==> src/rtl/chrdy_pkg.sv <==
package chrdy_pkg;

  typedef enum logic [1:0] {
    ST_IDLE    = 2'd0,
    ST_DECIDE  = 2'd1,
    ST_STRETCH = 2'd2,
    ST_HOLD    = 2'd3
  } seq_state_e;

endpackage

==> src/rtl/chrdy_window_match.sv <==
module chrdy_window_match #(
  parameter int ADDR_W = 8
) (
  input  logic              m_io,
  input  logic              s0,
  input  logic              s1,
  input  logic [ADDR_W-1:0] addr_lo,
  input  logic [ADDR_W-1:0] cfg_base,
  input  logic [ADDR_W-1:0] cfg_mask,
  input  logic              cfg_rd_en,
  input  logic              cfg_wr_en,
  output logic              status_valid,
  output logic              hit
);

  logic [ADDR_W-1:0] bit_ok;
  logic              addr_ok;
  logic              is_read;
  logic              dir_ok;

  for (genvar gi = 0; gi < ADDR_W; gi++) begin : g_bit
    assign bit_ok[gi] = ~cfg_mask[gi] | (addr_lo[gi] == cfg_base[gi]);
  end

  assign addr_ok      = &bit_ok;
  assign status_valid = s0 ^ s1;
  assign is_read      = s0 & ~s1;
  assign dir_ok       = is_read ? cfg_rd_en : cfg_wr_en;
  assign hit          = ~m_io & status_valid & addr_ok & dir_ok;

endmodule

==> src/rtl/chrdy_seq_ctrl.sv <==
module chrdy_seq_ctrl
  import chrdy_pkg::*;
#(
  parameter int DEADLINE_CYC = 3,
  parameter int MAX_STRETCH  = 64,
  parameter int CNT_W        = 7
) (
  input  logic clk,
  input  logic rst_n,
  input  logic cyc_start,
  input  logic cyc_end,
  input  logic status_valid,
  input  logic hit,
  input  logic be_done,
  output logic stretch_q,
  output logic timeout_err
);

  localparam logic [CNT_W-1:0] DL_LAST = CNT_W'(DEADLINE_CYC - 1);
  localparam logic [CNT_W-1:0] MS_LAST = CNT_W'(MAX_STRETCH - 1);

  seq_state_e       state_q, state_d;
  logic [CNT_W-1:0] cnt_q, cnt_d;
  logic             cnt_en;
  logic             err_q, err_set;

  always_comb begin
    state_d = state_q;
    cnt_d   = cnt_q + CNT_W'(1);
    cnt_en  = 1'b0;
    err_set = 1'b0;
    case (state_q)
      ST_IDLE, ST_HOLD: begin
        if (cyc_start) begin
          state_d = ST_DECIDE;
          cnt_d   = '0;
          cnt_en  = 1'b1;
        end else if (cyc_end) begin
          state_d = ST_IDLE;
        end
      end
      ST_DECIDE: begin
        if (cyc_end) begin
          state_d = ST_IDLE;
        end else if (status_valid) begin
          state_d = hit ? ST_STRETCH : ST_HOLD;
          cnt_d   = '0;
          cnt_en  = 1'b1;
        end else if (cnt_q == DL_LAST) begin
          state_d = ST_HOLD;
        end else begin
          cnt_en = 1'b1;
        end
      end
      ST_STRETCH: begin
        if (cyc_end) begin
          state_d = ST_IDLE;
        end else if (be_done) begin
          state_d = ST_HOLD;
        end else if (cnt_q == MS_LAST) begin
          state_d = ST_HOLD;
          err_set = 1'b1;
        end else begin
          cnt_en = 1'b1;
        end
      end
      default: state_d = ST_IDLE;
    endcase
  end

  always_ff @(posedge clk or negedge rst_n) begin
    if (!rst_n) begin
      state_q <= ST_IDLE;
      cnt_q   <= '0;
      err_q   <= 1'b0;
    end else begin
      state_q <= state_d;
      if (cnt_en)  cnt_q <= cnt_d;
      if (err_set) err_q <= 1'b1;
    end
  end

  assign stretch_q   = (state_q == ST_STRETCH);
  assign timeout_err = err_q;

endmodule

==> src/rtl/chrdy_early_stretch.sv <==
module chrdy_early_stretch #(
  parameter int ADDR_W       = 8,
  parameter int DEADLINE_CYC = 3,
  parameter int MAX_STRETCH  = 64
) (
  input  logic              clk,
  input  logic              rst_n,
  input  logic              cyc_start,
  input  logic              cyc_end,
  input  logic              m_io,
  input  logic              s0,
  input  logic              s1,
  input  logic [ADDR_W-1:0] addr_lo,
  input  logic [ADDR_W-1:0] cfg_base,
  input  logic [ADDR_W-1:0] cfg_mask,
  input  logic              cfg_rd_en,
  input  logic              cfg_wr_en,
  input  logic              be_done,
  output logic              chrdy_drive,
  output logic              timeout_err
);

  localparam int CNT_MAX = (DEADLINE_CYC > MAX_STRETCH) ? DEADLINE_CYC : MAX_STRETCH;
  localparam int CNT_W   = $clog2(CNT_MAX + 1);

  logic [1:0] rst_sync_q;
  logic       rst_core_n;
  logic       status_valid;
  logic       hit;
  logic       stretch_q;

  always_ff @(posedge clk or negedge rst_n) begin
    if (!rst_n) rst_sync_q <= 2'b00;
    else        rst_sync_q <= {rst_sync_q[0], 1'b1};
  end
  assign rst_core_n = rst_sync_q[1];

  chrdy_window_match #(
    .ADDR_W (ADDR_W)
  ) u_match (
    .m_io         (m_io),
    .s0           (s0),
    .s1           (s1),
    .addr_lo      (addr_lo),
    .cfg_base     (cfg_base),
    .cfg_mask     (cfg_mask),
    .cfg_rd_en    (cfg_rd_en),
    .cfg_wr_en    (cfg_wr_en),
    .status_valid (status_valid),
    .hit          (hit)
  );

  chrdy_seq_ctrl #(
    .DEADLINE_CYC (DEADLINE_CYC),
    .MAX_STRETCH  (MAX_STRETCH),
    .CNT_W        (CNT_W)
  ) u_seq (
    .clk          (clk),
    .rst_n        (rst_core_n),
    .cyc_start    (cyc_start),
    .cyc_end      (cyc_end),
    .status_valid (status_valid),
    .hit          (hit),
    .be_done      (be_done),
    .stretch_q    (stretch_q),
    .timeout_err  (timeout_err)
  );

  assign chrdy_drive = stretch_q & ~cyc_end;

endmodule

==> config.mk <==
export PLATFORM = sky130hd
export DESIGN_NAME = chrdy_early_stretch
export DESIGN_NICKNAME = d
export VERILOG_FILES = /design/src/rtl/chrdy_pkg.sv /design/src/rtl/chrdy_window_match.sv /design/src/rtl/chrdy_seq_ctrl.sv /design/src/rtl/chrdy_early_stretch.sv
export SDC_FILE = /design/constraint.sdc
export NUM_CORES = 1
export LEC_CHECK = 0
export BUFFER_PORTS_ARGS = -buffer_cell sky130_fd_sc_hd__buf_4
export CAP_MARGIN = 20
export CORE_MARGIN = 2
export CORE_UTILIZATION = 30
export DETAILED_ROUTE_END_ITERATION = 10
export SETUP_SLACK_MARGIN = 0.02
export SYNTH_ARGS = -nofsm -noshare
export SYNTH_HDL_FRONTEND = slang
export SYNTH_SLANG_ARGS = --single-unit
==> constraint.sdc <==
create_clock -name clk -period 0.93 [get_ports clk]
set_input_delay 0.2325 -clock clk [delete_from_list [all_inputs] [get_ports clk]]
set_output_delay 0.2325 -clock clk [all_outputs]
set_load 0.03 [all_outputs]
==> results of run 1 <==
area by class of cell:
| class | count | share of cell area, % |
|---|---|---|
| clock buffer | 4 | 1.74 |
| inverter | 4 | 0.993 |
| multi-input combinational | 70 | 42.2 |
| sequential | 12 | 20.0 |
| tap | 31 | 2.57 |
| timing repair buffer | 63 | 32.5 |
flip-flops by register name, indices dropped and copies added (netlist names):
signal / cells
rst_sync_q: 2
u_seq.cnt_q: 7
u_seq.state_q: 2
u_seq.timeout_err: 1
repair_timing:
| item | CTS | global route |
|---|---|---|
| hold endpoints to repair | 2 | 0 |
| buffers inserted | 5 | 1 |
| hold buffers | 1 | 0 |
| pin swaps | 4 | 2 |
| resized for setup | 14 | 4 |
| setup endpoints to repair | 12 | 12 |
| cloned | 0 | 0 |
routing by layer:
metal,vias up,share of wire (%),track usage [%]
met2,14,58,29.7
met3,2,2.3,4.08
met4,0,0.82,3.99
met1,421,39,16.1
li1,447,-,-
met5,-,0,0
critical path, cell delays in order, from the launching register on:
cell	delay [ns]
sky130_fd_sc_hd__dfrtp_1	0.40
sky130_fd_sc_hd__inv_2	0.05
sky130_fd_sc_hd__ha_2	0.17
sky130_fd_sc_hd__nor2b_4	0.12
sky130_fd_sc_hd__and3_4	0.17
sky130_fd_sc_hd__o21ai_4	0.14
sky130_fd_sc_hd__o21bai_4	0.08
sky130_fd_sc_hd__or2_4	0.27
sky130_fd_sc_hd__o41ai_2	0.20
metrics by stage:
step	TNS [ns]	setup WS, ns
final	-7.10	-0.756
after global routing	-8.01	-0.828
after CTS	-7.16	-0.759
after detailed placement	-7.32	-0.843
after global placement	-6.98	-0.778
after floorplan	-6.37	-0.809
where the power goes:
group	total (mW)	switching (mW)	internal [mW]
Sequential	0.714	0.0991	0.615
Clock	0.348	0.182	0.166
Combinational	1.94	0.892	1.04
Total	3.00	1.17	1.83
cells by family after synthesis:
group | Yosys count | share of synthesized area (%)
simple gates | 28 | 18.3
buf+inv | 5 | 3.12
compound gates | 27 | 25.7
xor+xnor | 8 | 8.31
flops | 12 | 35.6
mux | 1 | 1.19
other cells | 1 | 0.445
fa+ha+maj | 5 | 7.42
Yosys cell counts:
| master | instances |
|---|---|
| sky130_fd_sc_hd__dfrtp_1 | 12 |
| sky130_fd_sc_hd__xor2_1 | 8 |
| sky130_fd_sc_hd__nand2_1 | 7 |
| sky130_fd_sc_hd__nor2b_1 | 6 |
| sky130_fd_sc_hd__o21ai_0 | 6 |
| sky130_fd_sc_hd__ha_1 | 5 |
| sky130_fd_sc_hd__o31ai_1 | 5 |
| sky130_fd_sc_hd__inv_1 | 4 |
| sky130_fd_sc_hd__nor2_1 | 4 |
| sky130_fd_sc_hd__a31oi_1 | 3 |
| sky130_fd_sc_hd__nand2b_1 | 2 |
| sky130_fd_sc_hd__nor3_1 | 2 |
| sky130_fd_sc_hd__o21ai_1 | 2 |
| sky130_fd_sc_hd__o31ai_2 | 2 |
| sky130_fd_sc_hd__a2111oi_0 | 1 |
| sky130_fd_sc_hd__a21o_1 | 1 |
| sky130_fd_sc_hd__a221oi_1 | 1 |
| sky130_fd_sc_hd__a222oi_1 | 1 |
| sky130_fd_sc_hd__a22o_1 | 1 |
| sky130_fd_sc_hd__and3_4 | 1 |
| sky130_fd_sc_hd__buf_6 | 1 |
| sky130_fd_sc_hd__conb_1 | 1 |
| sky130_fd_sc_hd__mux2i_1 | 1 |
| sky130_fd_sc_hd__nand3_1 | 1 |
| sky130_fd_sc_hd__nand3_2 | 1 |
| sky130_fd_sc_hd__nor3b_1 | 1 |
| sky130_fd_sc_hd__nor4_1 | 1 |
| sky130_fd_sc_hd__o21a_1 | 1 |
| sky130_fd_sc_hd__o21ai_2 | 1 |
| sky130_fd_sc_hd__o21bai_4 | 1 |
| sky130_fd_sc_hd__o41ai_2 | 1 |
| sky130_fd_sc_hd__or2_1 | 1 |
| sky130_fd_sc_hd__or2_2 | 1 |
path summary, 6_finish.rpt:
check | from | slack (ns) | cells past startpoint | to
hold reg to reg | rst_sync_q[1]$_DFF_PN0_ | 0.18 | 0 | u_seq.cnt_q[5]$_DFFE_PN0P_
max in group asynchronous | rst_sync_q[1]$_DFF_PN0_ | 0.39 | 0 | u_seq.cnt_q[3]$_DFFE_PN0P_
setup reg to reg | u_seq.cnt_q[0]$_DFFE_PN0P_ | -0.76 | 8 | u_seq.cnt_q[6]$_DFFE_PN0P_
setup / recovery | u_seq.cnt_q[0]$_DFFE_PN0P_ | -0.76 | 8 | u_seq.cnt_q[6]$_DFFE_PN0P_
hold / removal | rst_sync_q[1]$_DFF_PN0_ | 0.18 | 0 | u_seq.cnt_q[5]$_DFFE_PN0P_
min in group clk | be_done | 0.28 | 3 | u_seq.timeout_err$_DFFE_PN0P_
==> impl_metrics.tcl, run 1 <==
set metrics [dict create \
    cp.arrival_ns 1.86 \
    fillers 262 \
    clock_path_buffers 2 \
    violations "negative setup slack" \
    postLayoutCellArea_um2 1510 \
    clockRootBuffer "sky130_fd_sc_hd__clkbuf_4" \
    dieHeight_um 57.0 \
    drv_cap 0 \
    synth_top_cell_area_share_pct 35.6 \
    die-area_um2 3250 \
    postRouteAntennaNets 0 \
    report.final.slew_viol_count 0 \
    globalRouteOverflowTotal 0 \
    routabilityCongestion 0.752 \
    postSynthNetCount 126 \
    hp-class "reg -> async" \
    postSynthRegisterBits 12 \
    antennaDiodeCount 0 \
    hold_violations 0 \
    seqCellArea_um2 303 \
    ratio_of_routed_vias_to_standard_cells 4.80 \
    number_of_i_o_port_buffers 35 \
    ir_worst_vdd_mv 1.34 \
    first_pass_grt_wire_length_um 3870 \
    clock_sink_count 12 \
    synth_top_cells_by_area "sky130_fd_sc_hd__dfrtp_1, sky130_fd_sc_hd__xor2_1, sky130_fd_sc_hd__ha_1, sky130_fd_sc_hd__nor2b_1, sky130_fd_sc_hd__o31ai_1" \
    placed_cells_incl_taps 174 \
    die_width_um 57.0 \
    cts_inserted_buffers 3 \
    clock_pin_slew_worst_setup_and_hold_paths_ns 0.08 \
    ys_warn_count 0 \
    largest_net_degree_at_the_start_of_global_routing 11 \
    synth_seq_area_share_pct 35.6 \
    critPathKind "reg -> reg" \
    cp-start-kind "register" \
    achievable-frequency_mhz 593 \
    status "finished with violations" \
    routedWlPerCell_um 12.5 \
    gr-usage-all-layers_pct 15.3 \
    mostFrequentLayoutCell "sky130_fd_sc_hd__buf_4" \
    synth_area_leader_cell "sky130_fd_sc_hd__dfrtp_1" \
    detail_route.drc_violations 0 \
    drt-pass1-iter-count 4 \
    cp_max_fo 6 \
    core_um2 2710 \
    fin_crit_sh_pct 181 \
    clock_latency_of_the_later_clocked_register_in_the_worst_skew_pair_ns 0.28 \
    skew_ns 0.00941 \
    post_synth_instance_area_um2 843 \
    dpl.hpwl_um 1900 \
    ctsHtreeMaxLevel 1 \
    hold_slack_ns 0.183 \
    fin_util_pct 55.8 \
    stdcell_count 184 \
    first_global_vias 961 \
    mostFrequentLayoutCells "sky130_fd_sc_hd__buf_4, sky130_fd_sc_hd__dfrtp_1, sky130_fd_sc_hd__xor2_1, sky130_fd_sc_hd__nand2_1, sky130_fd_sc_hd__o21ai_1" \
    num_io_pins 36 \
    antenna_found_initial 0 \
    post_route_cells_drive_above_1_share_pct 60.8 \
    multiInputGateArea_um2 638 \
    routed_wl_um 2310 \
    dr_total_vias 884 \
    setup_repair_after_global_routing_missed_its_margin "true" \
    synth_cell_types 33 \
    finalCriticalPeriod_ns 1.69 \
    syn-mean-instance-area_um2 9.69 \
    power_leakage_nw 0.705 \
    setup_slack_ns -0.756 \
    rows 19 \
    initial_core_util_pct 31.1 \
    detailedRoute.firstIterationViolations 12 \
    finalSetupViolCount 12 \
    finalNetCount 193 \
    worstPathRequired_ns 1.11 \
    tritoncts "yes" \
    layout-area-overhead-vs-synth_pct 79.2 \
    place_area_um2 1380 \
    power_mw 3.00 \
    p_per_area_nw_per_um2 1980 \
    endpoint_kind "register" \
    postSynthCellCount 87 \
]
(Power assumes the default switching activity.)
==> run 2: changes to the inputs <==
- ABC_AREA: default -> 1
- CORE_ASPECT_RATIO: default -> 0.7
- HOLD_SLACK_MARGIN: default -> 0.15
==> run 2 against run 1 <==
The run still ends with negative setup slack left. Clock skew down 0.0077 ns. Sequential share of layout area decreased by 2.5 points. Utilization decreased by 1.5 points. Non-clock buffer count shrank 4. Synthesized cell count rose by 74%. Worst hold slack got worse by 0.0032 ns. Fmax grew 16%. First-iteration DRC count up 120%. Clock-buffer cell count unchanged. Via count rose by 31%. Combinational power is 15% higher. Synthesized area increased by 18%. Critical endpoint is now u_seq.state_q[0]$_DFFE_PN0P_. Largest power group unchanged. Highest routed layer unchanged.
==> impl_metrics.tcl, run 2 <==
set metrics [dict create \
    status "finished with violations" \
    violations "negative setup slack" \
    hold_violations 0 \
    initial_core_util_pct 31.5 \
    num_io_pins 36 \
    max_reg_flops 7 \
    setup_repair_after_global_routing_missed_its_margin "true" \
    dr_total_vias 1155 \
    cp.arrival_ns 1.64 \
    drt-pass1-iter-count 4 \
    skew_ns 0.00172 \
    power_mw 3.54 \
    fin_crit_sh_pct 157 \
    routedWlPerCell_um 11.1 \
    syn-mean-instance-area_um2 6.56 \
    hp-class "reg -> async" \
    detail_route.drc_violations 0 \
    synth_top_cell_area_share_pct 30.3 \
    endpoint_kind "register" \
    die-area_um2 3790 \
    gr-usage-all-layers_pct 16.3 \
    first_global_vias 1150 \
    routabilityCongestion 0.877 \
    ctsHtreeMaxLevel 1 \
    finalSetupViolCount 12 \
    report.final.slew_viol_count 0 \
    fillers 291 \
    post_synth_instance_area_um2 991 \
    critPathKind "reg -> reg" \
    clock_latency_of_the_later_clocked_register_in_the_worst_skew_pair_ns 0.24 \
    finalCriticalPeriod_ns 1.46 \
    setup_slack_ns -0.527 \
    placed_cells_incl_taps 238 \
    cts_inserted_buffers 3 \
    cp-start-kind "register" \
    final_sum_of_negative_setup_slack_ns -5.32 \
    rows 17 \
    synth-edff-count 0 \
    clock_sink_count 12 \
    ratio_of_routed_vias_to_standard_cells 4.57 \
    regToRegSetupSlack_ns -0.53 \
    largest_net_degree_at_the_start_of_global_routing 11 \
    post_route_cells_drive_above_1_share_pct 46.5 \
    core_um2 3150 \
    achievable-frequency_mhz 686 \
    antenna_found_initial 0 \
    number_of_i_o_port_buffers 35 \
    drv_cap 0 \
    ir_worst_vdd_mv 1.04 \
    synth_seq_area_share_pct 30.3 \
    synth_flop_cell "sky130_fd_sc_hd__dfrtp_1" \
    clockRootBuffer "sky130_fd_sc_hd__clkbuf_8" \
    netlist_top_cells_count "sky130_fd_sc_hd__nand2_1, sky130_fd_sc_hd__inv_1, sky130_fd_sc_hd__nor2_1, sky130_fd_sc_hd__nand3_1, sky130_fd_sc_hd__dfrtp_1" \
    clock_pin_slew_worst_setup_and_hold_paths_ns 0.05 \
    power_leakage_nw 0.918 \
    postRouteAntennaNets 0 \
    postSynthNetCount 190 \
    ys_warn_count 0 \
    mostFrequentLayoutCell "sky130_fd_sc_hd__buf_4" \
    routed_wl_um 2820 \
    synth_cell_types 20 \
    detailedRoute.firstIterationViolations 26 \
    clock_path_buffers 2 \
    synth_area_leader_cell "sky130_fd_sc_hd__dfrtp_1" \
    synth_top_cells_by_area "sky130_fd_sc_hd__dfrtp_1, sky130_fd_sc_hd__nand2_1, sky130_fd_sc_hd__inv_1, sky130_fd_sc_hd__nand3_1, sky130_fd_sc_hd__nor2_1" \
    top_regs "u_seq.cnt_q x7, rst_sync_q x2, u_seq.state_q x2" \
    cp_max_fo 4 \
    seqCellArea_um2 300 \
    postSynthRegisterBits 12 \
    stdcell_count 253 \
    dpl.hpwl_um 2130 \
    synth.most_common_cell "sky130_fd_sc_hd__nand2_1" \
    first_pass_grt_wire_length_um 4710 \
    finalNetCount 255 \
    synth_async_sr_flop_share_pct 100 \
    top_register "u_seq.cnt_q" \
    dieHeight_um 52.1 \
    multiInputGateArea_um2 703 \
    worstPathRequired_ns 1.11 \
    layout-area-overhead-vs-synth_pct 72.3 \
    antennaDiodeCount 0 \
    tritoncts "yes" \
    postSynthCellCount 151 \
    p_per_area_nw_per_um2 2070 \
    mostFrequentLayoutCells "sky130_fd_sc_hd__buf_4, sky130_fd_sc_hd__nand2_1, sky130_fd_sc_hd__inv_1, sky130_fd_sc_hd__nor2_1" \
    die_width_um 72.7 \
    globalRouteOverflowTotal 0 \
]
run 2: cell count changes in the layout (fill, tap and decap cells not counted), moves of 4 or more:
cell / delta
sky130_fd_sc_hd__nor2_1: +9
sky130_fd_sc_hd__xor2_1: -8
sky130_fd_sc_hd__nor2b_1: -4
sky130_fd_sc_hd__nor2_2: +5
sky130_fd_sc_hd__clkbuf_8: +4
sky130_fd_sc_hd__buf_4: -6
sky130_fd_sc_hd__inv_1: +19
sky130_fd_sc_hd__nand3_1: +11
sky130_fd_sc_hd__nand2_4: +4
sky130_fd_sc_hd__nor2_4: +4
sky130_fd_sc_hd__o31ai_2: -4
sky130_fd_sc_hd__nand3_2: +5
sky130_fd_sc_hd__nand2_1: +35
run 2: timing repair:
item	4_1_cts	5_1_grt
buffers inserted	4	6
endpoints found under the setup margin	12	12
resized for setup	24	14
pin swaps	8	3
cloned	1	0
hold buffers	1	0
hold endpoints to repair	2	0
run 2: worst max-delay path, cell delays in order (launching register included):
cell and delay (ns):
sky130_fd_sc_hd__dfrtp_1 0.42, sky130_fd_sc_hd__ha_4 0.17, sky130_fd_sc_hd__nand2_4 0.06, sky130_fd_sc_hd__nor2_4 0.15
sky130_fd_sc_hd__nand2_2 0.08, sky130_fd_sc_hd__nand2_4 0.11, sky130_fd_sc_hd__buf_6 0.11, sky130_fd_sc_hd__nand3_4 0.07
sky130_fd_sc_hd__nor2_2 0.11, sky130_fd_sc_hd__nand2_1 0.06, sky130_fd_sc_hd__nand2_1 0.06
run 2: cell families after synthesis:
logic type,Yosys count,share of synthesized area (%)
other,1,0.378
AO/OA/AOI/OAI,11,6.44
buffers and inverters,28,13.3
adder cells (fa/ha/maj),5,6.31
flip-flops,12,30.3
AND/OR/NAND/NOR,94,43.3
run 2: cell type report:
cell class / instances / share of cell area, %
clock buffers: 4 / 3.22
inverters: 28 / 7.84
multi-input cells: 112 / 41.2
flip-flops and latches: 12 / 17.6
well taps: 38 / 2.78
repair buffers: 59 / 27.4
run 2: layer usage:
| metal | wire length (µm) | share of wire (%) | GRT usage (%) |
|---|---|---|---|
| met5 | 0 | 0 | 0 |
| met4 | 28 | 0.99 | 7.41 |
| met3 | 175 | 6.2 | 4.26 |
| met2 | 1370 | 49 | 27.3 |
| met1 | 1240 | 44 | 19.6 |
run 2: metrics by stage:
| stage | worst slack (ns) | instance area (µm²) | hold slack, ns | util (%) |
|---|---|---|---|---|
| after floorplan | -0.445 | 1010 | -0.0631 | - |
| after global routing | -0.636 | 1710 | 0.222 | 54.3 |
| after detailed placement | -0.539 | 1420 | 0.0155 | 45.2 |
| after CTS | -0.520 | 1620 | 0.201 | 51.5 |
| after global placement | -0.543 | 1420 | 0.0152 | 45.2 |
| final | -0.527 | 1710 | 0.180 | 54.3 |
run 2: worst paths after layout:
path | start | to | depth (start not counted)
max | u_seq.cnt_q[0]$_DFFE_PN0P_ | u_seq.state_q[0]$_DFFE_PN0P_ | 10
min | rst_sync_q[1]$_DFF_PN0_ | u_seq.cnt_q[5]$_DFFE_PN0P_ | 0
max reg2reg | u_seq.cnt_q[0]$_DFFE_PN0P_ | u_seq.state_q[0]$_DFFE_PN0P_ | 10
min reg2reg | rst_sync_q[1]$_DFF_PN0_ | u_seq.cnt_q[5]$_DFFE_PN0P_ | 0
max in group asynchronous | rst_sync_q[1]$_DFF_PN0_ | u_seq.cnt_q[1]$_DFFE_PN0P_ | 0
min in group clk | rst_sync_q[0]$_DFF_PN0_ | rst_sync_q[1]$_DFF_PN0_ | 0
run 2: where the power goes:
group	internal, mW	switching (mW)
clock network	0.375	0.199
logic	1.06	1.18
registers	0.615	0.112
total	2.05	1.49
==> run 3: changes to the inputs <==
- PLACE_DENSITY: default -> 0.52
- clock period: 0.93 -> 1.9 ns (I/O delays scaled with it)
==> run 3 against run 2 <==
The run now ends clean. Non-clock buffer count down 23. Utilization down 11 points. Total power down 62%. Critical path depth down 5. Worst hold slack worse by 0.012 ns. Sequential share of layout area up 4.4 points. Flip-flop and latch count unchanged. Sequential power down 53%. Setup slack better by 0.76 ns. First-iteration DRC count down 23%. Final cell count down 9.5%. Combinational power down 67%. Largest cell class unchanged. Largest power group unchanged.
==> impl_metrics.tcl, run 3 (synthesized netlist as in run 2, its figures left out) <==
set metrics [dict create \
    crit_start "u_seq.state_q[0]$_DFFE_PN0P_" \
    clock_path_buffers 2 \
    fin_crit_sh_pct 87.6 \
    mostFrequentLayoutCells "sky130_fd_sc_hd__nand2_1, sky130_fd_sc_hd__buf_4, sky130_fd_sc_hd__inv_1, sky130_fd_sc_hd__nor2_1, sky130_fd_sc_hd__nand3_1" \
    rr_endpoint "u_seq.cnt_q[0]$_DFFE_PN0P_" \
    detailedRoute.firstIterationViolations 20 \
    hold_slack_ns 0.168 \
    finalNetCount 231 \
    drv_cap 0 \
    layout-area-overhead-vs-synth_pct 37.9 \
    final_sum_of_negative_setup_slack_ns 0 \
    setup.worst_path.end "chrdy_drive" \
    power_mw 1.35 \
    busiest_layer "met2" \
    mostFrequentLayoutCell "sky130_fd_sc_hd__nand2_1" \
    postCtsSetupRepairBufs 0 \
    p_per_area_nw_per_um2 992 \
    die-area_um2 3790 \
    routabilityCongestion 0.854 \
    dieHeight_um 52.1 \
    critPathKind "reg -> out" \
    ratio_of_routed_vias_to_standard_cells 4.44 \
    achievable-frequency_mhz 601 \
    postRouteAntennaNets 0 \
    cp_max_fo 3 \
    gr-usage-all-layers_pct 14.7 \
    rows 17 \
    clock_sink_count 12 \
    seqCellArea_um2 300 \
    cts_inserted_buffers 3 \
    top_register "u_seq.cnt_q" \
    cp.arrival_ns 1.19 \
    regToRegSetupSlack_ns 0.30 \
    post_route_cells_drive_above_1_share_pct 27.7 \
    pwr-share-seq_pct 25.4 \
    routedWlPerCell_um 10.3 \
    routed_wl_um 2370 \
    clock_pin_slew_worst_setup_and_hold_paths_ns 0.05 \
    number_of_i_o_port_buffers 35 \
    grt_util_met3_pct 3.49 \
    hold_violations 0 \
    globalRouteOverflowTotal 0 \
    r2r-start "u_seq.state_q[0]$_DFFE_PN0P_" \
    num_io_pins 36 \
    share_of_total_power_in_the_clock_network_pct 20.2 \
    count_of_instances_resized_after_the_clock_tree_is_built 0 \
    max_reg_flops 7 \
    setup_repair_after_global_routing_missed_its_margin "false" \
    first_pass_grt_wire_length_um 4290 \
    worst_r2r_path_depth 7 \
    fillers 342 \
    detail_route.drc_violations 0 \
    hp-class "reg -> async" \
    ir_worst_vdd_mv 0.557 \
    cp-start-kind "register" \
    ctsHtreeMaxLevel 1 \
    clockRootBuffer "sky130_fd_sc_hd__clkbuf_8" \
    first_global_vias 990 \
    skew_ns 0.000882 \
    ctsHoldBuffers 1 \
    p_comb_share_pct 54.4 \
    die_width_um 72.7 \
    met1_track_demand_over_resource_pct 20.6 \
    finalCriticalPeriod_ns 1.67 \
    finalSetupViolCount 0 \
    power.net_switching_mw 0.551 \
    initial_core_util_pct 31.5 \
    largest_net_degree_at_the_start_of_global_routing 11 \
    multiInputGateArea_um2 559 \
    endpoint_kind "primary output" \
    clock_latency_of_the_later_clocked_register_in_the_worst_skew_pair_ns 0.24 \
    top_regs "u_seq.cnt_q x7, rst_sync_q x2, u_seq.state_q x2" \
    dpl.hpwl_um 2010 \
    core_um2 3150 \
    report.final.slew_viol_count 0 \
    p_int_mw 0.804 \
    antenna_found_initial 0 \
    dr_total_vias 1016 \
    worstPathRequired_ns 1.42 \
    use_met2_pct 23.3 \
    tritoncts "yes" \
    power.share.switching_pct 40.7 \
    antennaDiodeCount 0 \
    drt-pass1-iter-count 4 \
    status "finished clean" \
    power_leakage_nw 0.760 \
]
-- run 3: worst min-delay path by stage --
stage	from	endpoint	slack, ns	cells after the start
after floorplan	rst_sync_q[1]$_DFF_PN0_	u_seq.cnt_q[0]$_DFFE_PN0P_	0.12	0
after global placement	rst_sync_q[1]$_DFF_PN0_	u_seq.cnt_q[4]$_DFFE_PN0P_	0.18	0
after detailed placement	rst_sync_q[1]$_DFF_PN0_	u_seq.timeout_err$_DFFE_PN0P_	0.19	0
after CTS	rst_sync_q[1]$_DFF_PN0_	u_seq.timeout_err$_DFFE_PN0P_	0.19	0
after global routing	rst_sync_q[1]$_DFF_PN0_	u_seq.state_q[0]$_DFFE_PN0P_	0.22	0
final	rst_sync_q[1]$_DFF_PN0_	u_seq.cnt_q[3]$_DFFE_PN0P_	0.17	0
-- run 3: per-layer routing --
layer	vias up	part of all wire, %
met3	2	4.6
met5	-	0
met2	19	40
li1	546	-
met4	0	0.42
met1	449	55
-- run 3: power by group through the flow --
stage / registers [mW] / logic [mW] / clock network (mW)
after floorplan: 0.338 / 0.570 / 0
after global placement: 0.346 / 0.728 / 0
after detailed placement: 0.349 / 0.740 / 0
after CTS: 0.345 / 0.744 / 0.285
after global routing: 0.353 / 0.840 / 0.298
final: 0.344 / 0.737 / 0.274
-- run 3: layout make-up --
class                           count  area share [%]
Timing Repair Buffer               36            20.0
Sequential cell                    12            22.0
Inverter                           28            9.62
Tap cell                           38            3.48
Clock buffer                        4            4.03
Multi-Input combinational cell    111            40.9
-- run 3: stage by stage --
step | setup WS, ns | util, % | instance area (µm²) | instances
6_report | 0.235 | 43.4 | 1370 | 229
5_1_grt | 0.153 | 43.4 | 1370 | 229
4_1_cts | 0.220 | 43.4 | 1370 | 229
3_5_place_dp | 0.216 | 41.3 | 1300 | 224
3_3_place_gp | 0.261 | 41.3 | 1300 | 224
2_1_floorplan | 0.449 | - | 991 | 151
-- run 3: critical path: stages (launching register included) --
cell                      delay [ns]
sky130_fd_sc_hd__dfrtp_1        0.37
sky130_fd_sc_hd__inv_1          0.05
sky130_fd_sc_hd__ha_1           0.20
sky130_fd_sc_hd__nand2_1        0.09
sky130_fd_sc_hd__inv_1          0.07
sky130_fd_sc_hd__buf_4          0.17
